## src/rtl/ctl3w_pkg.sv

```systemverilog
package ctl3w_pkg;
  localparam int FRAME_BITS = 16;
  localparam int IDX_W      = 7;
  localparam int DATA_W     = 8;

  typedef struct packed {
    logic [IDX_W-1:0]  idx;
    logic [DATA_W-1:0] data;
  } wr_cmd_t;

  function automatic logic frame_lead(input logic [FRAME_BITS-1:0] w);
    return w[FRAME_BITS-1];
  endfunction

  function automatic logic [IDX_W-1:0] frame_idx(input logic [FRAME_BITS-1:0] w);
    return w[DATA_W +: IDX_W];
  endfunction

  function automatic logic [DATA_W-1:0] frame_data(input logic [FRAME_BITS-1:0] w);
    return w[DATA_W-1:0];
  endfunction

  // Power-on value of the register at window offset k.
  function automatic logic [DATA_W-1:0] rst_value(input int k);
    return DATA_W'(8'h40 + 3 * k);
  endfunction

  function automatic logic idx_hit(input logic [IDX_W-1:0] idx, input int base, input int num);
    return (int'(idx) >= base) && (int'(idx) < base + num);
  endfunction
endpackage

```

## src/rtl/ctl3w_sync.sv

```systemverilog
module ctl3w_sync #(
  parameter int             W       = 3,
  parameter int             STAGES  = 2,
  parameter logic [W-1:0]   RST_VAL = '0
) (
  input  logic         clk,
  input  logic         rst_n,
  input  logic [W-1:0] async_in,
  output logic [W-1:0] lvl,
  output logic [W-1:0] rise,
  output logic [W-1:0] fall
);
  logic [STAGES-1:0][W-1:0] pipe;
  logic [W-1:0]             prev;

  generate
    if (STAGES == 1) begin : g_one
      always_ff @(posedge clk or negedge rst_n) begin
        if (!rst_n) pipe <= RST_VAL;
        else        pipe <= async_in;
      end
    end else begin : g_many
      always_ff @(posedge clk or negedge rst_n) begin
        if (!rst_n) pipe <= {STAGES{RST_VAL}};
        else        pipe <= {pipe[STAGES-2:0], async_in};
      end
    end
  endgenerate

  always_ff @(posedge clk or negedge rst_n) begin
    if (!rst_n) prev <= RST_VAL;
    else        prev <= pipe[STAGES-1];
  end

  assign lvl  = pipe[STAGES-1];
  assign rise = lvl & ~prev;
  assign fall = ~lvl & prev;
endmodule

```

## src/rtl/ctl3w_deframe.sv

```systemverilog
module ctl3w_deframe
  import ctl3w_pkg::*;
#(
  parameter int CNT_W = $clog2(FRAME_BITS + 2)
) (
  input  logic             clk,
  input  logic             rst_n,
  input  logic             din_s,
  input  logic             bclk_rise,
  input  logic             latch_lvl,
  input  logic             latch_fall,
  input  logic             latch_rise,
  output logic             cmt_vld,
  output wr_cmd_t          cmt,
  output logic [CNT_W-1:0] bit_cnt
);
  localparam int CNT_MAX = FRAME_BITS + 1;

  logic [FRAME_BITS-1:0] shreg;
  logic                  frame_good;

  // Exact length and a zero leading bit are both required.
  assign frame_good = (int'(bit_cnt) == FRAME_BITS) && !frame_lead(shreg);

  always_ff @(posedge clk or negedge rst_n) begin
    if (!rst_n) begin
      shreg   <= '0;
      bit_cnt <= '0;
    end else if (latch_fall) begin
      shreg   <= '0;
      bit_cnt <= '0;
    end else if (!latch_lvl && bclk_rise) begin
      shreg <= {shreg[FRAME_BITS-2:0], din_s};
      if (int'(bit_cnt) != CNT_MAX) bit_cnt <= bit_cnt + 1'b1;
    end
  end

  always_ff @(posedge clk or negedge rst_n) begin
    if (!rst_n) begin
      cmt_vld <= 1'b0;
      cmt     <= '0;
    end else begin
      cmt_vld <= latch_rise && frame_good;
      if (latch_rise && frame_good) begin
        cmt.idx  <= frame_idx(shreg);
        cmt.data <= frame_data(shreg);
      end
    end
  end
endmodule

```

## src/rtl/ctl3w_regbank.sv

```systemverilog
module ctl3w_regbank
  import ctl3w_pkg::*;
#(
  parameter int NUM_REGS = 8,
  parameter int BASE_IDX = 16
) (
  input  logic                       clk,
  input  logic                       rst_n,
  input  logic                       cmt_vld,
  input  wr_cmd_t                    cmt,
  output logic [NUM_REGS*DATA_W-1:0] reg_flat,
  output logic                       wr_stb,
  output logic [IDX_W-1:0]           wr_idx,
  output logic [DATA_W-1:0]          wr_data
);
  logic bank_hit;
  assign bank_hit = cmt_vld && idx_hit(cmt.idx, BASE_IDX, NUM_REGS);

  generate
    for (genvar k = 0; k < NUM_REGS; k++) begin : g_reg
      localparam logic [IDX_W-1:0] MY_IDX = IDX_W'(BASE_IDX + k);
      logic [DATA_W-1:0] val;
      always_ff @(posedge clk or negedge rst_n) begin
        if (!rst_n)                          val <= rst_value(k);
        else if (cmt_vld && cmt.idx == MY_IDX) val <= cmt.data;
      end
      assign reg_flat[k*DATA_W +: DATA_W] = val;
    end
  endgenerate

  always_ff @(posedge clk or negedge rst_n) begin
    if (!rst_n) begin
      wr_stb  <= 1'b0;
      wr_idx  <= '0;
      wr_data <= '0;
    end else begin
      wr_stb <= bank_hit;
      if (bank_hit) begin
        wr_idx  <= cmt.idx;
        wr_data <= cmt.data;
      end
    end
  end
endmodule

```

## src/rtl/ctl3w_port.sv

```systemverilog
module ctl3w_port
  import ctl3w_pkg::*;
#(
  parameter int NUM_REGS = 8,
  parameter int BASE_IDX = 16,
  parameter int SYNC_STAGES = 2
) (
  input  logic                       clk,
  input  logic                       rst_n,
  input  logic                       ser_din,
  input  logic                       ser_bclk,
  input  logic                       ser_latch_n,
  output logic [NUM_REGS*DATA_W-1:0] reg_flat,
  output logic                       wr_stb,
  output logic [IDX_W-1:0]           wr_idx,
  output logic [DATA_W-1:0]          wr_data
);
  localparam int CNT_W = $clog2(FRAME_BITS + 2);

  // Lane order: 2 = framing line, 1 = bit clock, 0 = data.
  logic [2:0] s_lvl, s_rise, s_fall;
  logic       din_s, bclk_rise, latch_lvl, latch_rise, latch_fall;
  logic       cmt_vld;
  wr_cmd_t    cmt;
  logic [CNT_W-1:0] bit_cnt;
  logic       unused_sync;

  ctl3w_sync #(.W(3), .STAGES(SYNC_STAGES), .RST_VAL(3'b100)) u_sync (
    .clk      (clk),
    .rst_n    (rst_n),
    .async_in ({ser_latch_n, ser_bclk, ser_din}),
    .lvl      (s_lvl),
    .rise     (s_rise),
    .fall     (s_fall)
  );

  assign din_s      = s_lvl[0];
  assign bclk_rise  = s_rise[1];
  assign latch_lvl  = s_lvl[2];
  assign latch_rise = s_rise[2];
  assign latch_fall = s_fall[2];
  assign unused_sync = ^{s_rise[0], s_fall[1:0], s_lvl[1]};

  ctl3w_deframe #(.CNT_W(CNT_W)) u_deframe (
    .clk        (clk),
    .rst_n      (rst_n),
    .din_s      (din_s),
    .bclk_rise  (bclk_rise),
    .latch_lvl  (latch_lvl),
    .latch_fall (latch_fall),
    .latch_rise (latch_rise),
    .cmt_vld    (cmt_vld),
    .cmt        (cmt),
    .bit_cnt    (bit_cnt)
  );

  ctl3w_regbank #(.NUM_REGS(NUM_REGS), .BASE_IDX(BASE_IDX)) u_bank (
    .clk      (clk),
    .rst_n    (rst_n),
    .cmt_vld  (cmt_vld),
    .cmt      (cmt),
    .reg_flat (reg_flat),
    .wr_stb   (wr_stb),
    .wr_idx   (wr_idx),
    .wr_data  (wr_data)
  );
endmodule

```

## config.mk

```make
export PLATFORM = sky130hd
export DESIGN_NAME = ctl3w_port
export DESIGN_NICKNAME = d
export VERILOG_FILES = /design/src/rtl/ctl3w_pkg.sv /design/src/rtl/ctl3w_sync.sv /design/src/rtl/ctl3w_deframe.sv /design/src/rtl/ctl3w_regbank.sv /design/src/rtl/ctl3w_port.sv
export SDC_FILE = /design/constraint.sdc
export NUM_CORES = 1
export LEC_CHECK = 0
export CELL_PAD_IN_SITES_DETAIL_PLACEMENT = 1
export CELL_PAD_IN_SITES_GLOBAL_PLACEMENT = 2
export CORE_MARGIN = 3
export CORE_UTILIZATION = 40
export CTS_CLUSTER_DIAMETER = 150
export DETAILED_ROUTE_END_ITERATION = 7
export DONT_BUFFER_PORTS = 1
export GPL_ROUTABILITY_DRIVEN = 1
export GPL_TIMING_DRIVEN = 0
export PLACE_DENSITY = 0.77
export SLEW_MARGIN = 20
export SYNTH_ARGS = -nofsm -noshare
export SYNTH_HDL_FRONTEND = slang
export SYNTH_HIERARCHICAL = 1
export SYNTH_SLANG_ARGS = --single-unit
```

## constraint.sdc

```tcl
create_clock -name clk -period 1.8 [get_ports clk]
set_clock_uncertainty 0.1 [all_clocks]
set_input_delay 0.09 -clock clk [delete_from_list [all_inputs] [get_ports clk]]
set_output_delay 0.09 -clock clk [all_outputs]
set_load 0.05 [all_outputs]
```

==> results.py <==
metrics = {
    "power_and_ir_drop": {
        "swShare": 0.2100,
        "totalPowerFinal_mw": 6.197,
        "internal-power_mw": 4.896,
        "power.switching_mw": 1.301,
        "p_clk_frac": 0.530,
        "ir_worst_vdd_v": 0.0005904,
        "cellPowerDensity_nw_per_um2": 1072,
        "seq_power_share": 0.459,
        "power_frac_comb": 0.011,
        "p_leak_nw": 2.761,
    },
    "global_route": {
        "grt_max_degree": 126,
        "grt_pass1_vias": 2872,
        "grt_antenna_before_repair": 0,
        "grt_pass1_wl_mm": 15.34,
        "grt_use_total": 0.1491,
        "grt_overflow": 0,
    },
    "logic_synthesis": {
        "synth_area_per_cell_um2": 15.05,
        "synthesis.area_um2": 4951,
        "ys_warn_count": 6,
        "syn_nets": 337,
        "syn-instance-count": 329,
    },
    "status": {
        "violations": "hold timing",
        "status": "complete, but fails checks",
    },
    "detailed_routing": {
        "vias": 2641,
        "drc_errors": 0,
        "routedWlPerCell_um": 18.50,
        "routed_wl_mm": 9.822,
        "first_iter_violations": 151,
        "first_pass_iters": 4,
        "viasPerCell": 4.974,
        "ant_nets": 0,
    },
    "clocking": {
        "cts_hold_buffers": 3,
        "cts_sinks": 125,
        "cts-root-buf": "clkbuf_16",
        "cts_tree": "built",
        "cts_inserted_buffers": 17,
        "clk_path_buf_depth": 2,
        "clk_pin_slew_worst_paths_ps": 60,
        "insertion_delay_ps": 410,
        "htreeDepth": 4,
    },
    "floorplanning": {
        "die_area_um2": 13750,
        "start_util": 0.4105,
        "core_area_um2": 12060,
        "die_y_um": 117.3,
        "die_w_um": 117.3,
        "rows": 40,
        "io_pins": 85,
    },
    "setup_path": {
        "critPathKind": "flip-flop to flip-flop",
        "max_stage_delay_ps": 370,
        "startpoint_type": "flip-flop",
        "worstPathRequired_ps": 1990,
        "r2r_slack_ps": 50,
        "cp_top_family": "simple AND/OR/NAND/NOR gates",
        "critPathArrivalTime_ps": 1950,
        "critPathMaxFanout": 9,
        "slowest_stage": "dfrtp_1",
        "critPathBufInv": 2,
        "crit_chain": "and4bb_1, buf_6, and4b_1, buf_4, mux2_2",
        "endpoint_kind": "flip-flop",
    },
    "timing": {
        "slew_violations": 0,
        "fmax_ghz": 0.5703,
        "worst_pin_slew_ps": 538.2,
        "setup_ws_ps": 46.47,
        "fin_crit_ps": 1754,
        "setup_viol": 0,
        "period_share": 0.9742,
        "whs_ps": -724.7,
        "slew_headroom": 0.6412,
        "rsz0062_at_grt": "yes",
        "hold_viol": 125,
        "setup_tns_ps": 0,
    },
    "placement": {
        "hpwl_mm": 6.488,
        "gp_congestion": 0.7264,
        "dp_slack_ps": -78.52,
        "port_buffers": 0,
        "placed_area_um2": 5161,
        "numPlacedInstances": 497,
    },
    "cells_and_area": {
        "area_growth_pct": 16.76,
        "antenna_cells": 0,
        "final_cell_count_no_fill": 531,
        "fin_util": 0.4793,
        "final_cell_mix": "dfrtp_1 (97), mux2_2 (78), nand2_1 (32)",
        "nets": 358,
        "multi_input_area_um2": 1665,
        "fillCellCount": 1180,
        "finalInstanceArea_um2": 5781,
        "layout_commonest_cell": "dfrtp_1",
        "drive_above_1_share": 0.4904,
        "seqCellArea_um2": 3163,
    },
    "worst_hold_path": {
        "min_path_type": "primary input to async pin",
    },
    "job": {
        "drv_cap": 0,
    },
}
[final timing paths]
path	cells past startpoint	startpoint	to
setup / recovery	5	u_deframe/cmt[14]	u_bank/g_reg[5].val[4]
hold / removal	0	rst_n	u_bank/wr_data[6]
setup reg to reg	5	u_deframe/cmt[14]	u_bank/g_reg[5].val[4]
hold reg to reg	0	u_sync/pipe[0]	u_sync/lvl[0]
max in group asynchronous	0	rst_n	u_bank/g_reg[4].val[3]
min in group clk	1	ser_latch_n	u_sync/pipe[2]
[per-layer routing]
layer,global-route usage,vias up,share of wire
li1,-,1183,-
met5,0,-,0
met3,0.06684,19,0.090
met2,0.2477,72,0.49
met4,0.06651,0,0.017
met1,0.1645,1367,0.40
[worst register-to-register path, delay by kind of cell (launching register included)]
kind,cells,cell delay [ps]
and+or+nand+nor,2,480
DFF,1,370
muxes,1,350
buffers and inverters,2,340
[power by group through the flow]
stage                     Sequential, mW  Combinational (mW)  Clock, mW
after detailed placement            2.89              0.0624          0
final                               2.85              0.0666       3.28
after floorplan                     2.89              0.0495          0
after CTS                           2.85              0.0685       3.35
after global routing                2.85              0.0758       3.51
after global placement              2.89              0.0612          0
[state kept, by name, indices dropped and copies added (netlist names)]
signal,cells
u_bank/wr_stb,1
u_deframe/shreg,16
u_deframe/bit_cnt,5
u_bank/wr_idx,7
u_bank/g.val,64
u_sync/lvl,3
u_deframe/cmt_vld,1
u_sync/prev,2
u_bank/wr_data,8
u_sync/pipe,3
u_deframe/cmt,15
[area by class of cell]
| cell class | count | area share |
|---|---|---|
| Clock buffer | 18 | 0.07424 |
| Inverter | 5 | 0.003247 |
| Multi-Input combinational cell | 183 | 0.2881 |
| Clock inverter | 14 | 0.02532 |
| Timing Repair Buffer | 5 | 0.007792 |
| Tap cell | 168 | 0.03636 |
| Sequential cell | 125 | 0.5472 |
| Buffer | 13 | 0.01775 |
[timing repair]
action / in CTS / in global routing
hold endpoints to repair: 128 / 125
endpoints found under the setup margin: 19 / 23
pin swaps: 1 / 0
buffers inserted: 2 / 0
gates resized for setup: 3 / 3
Power figures use the tool's default switching activity.
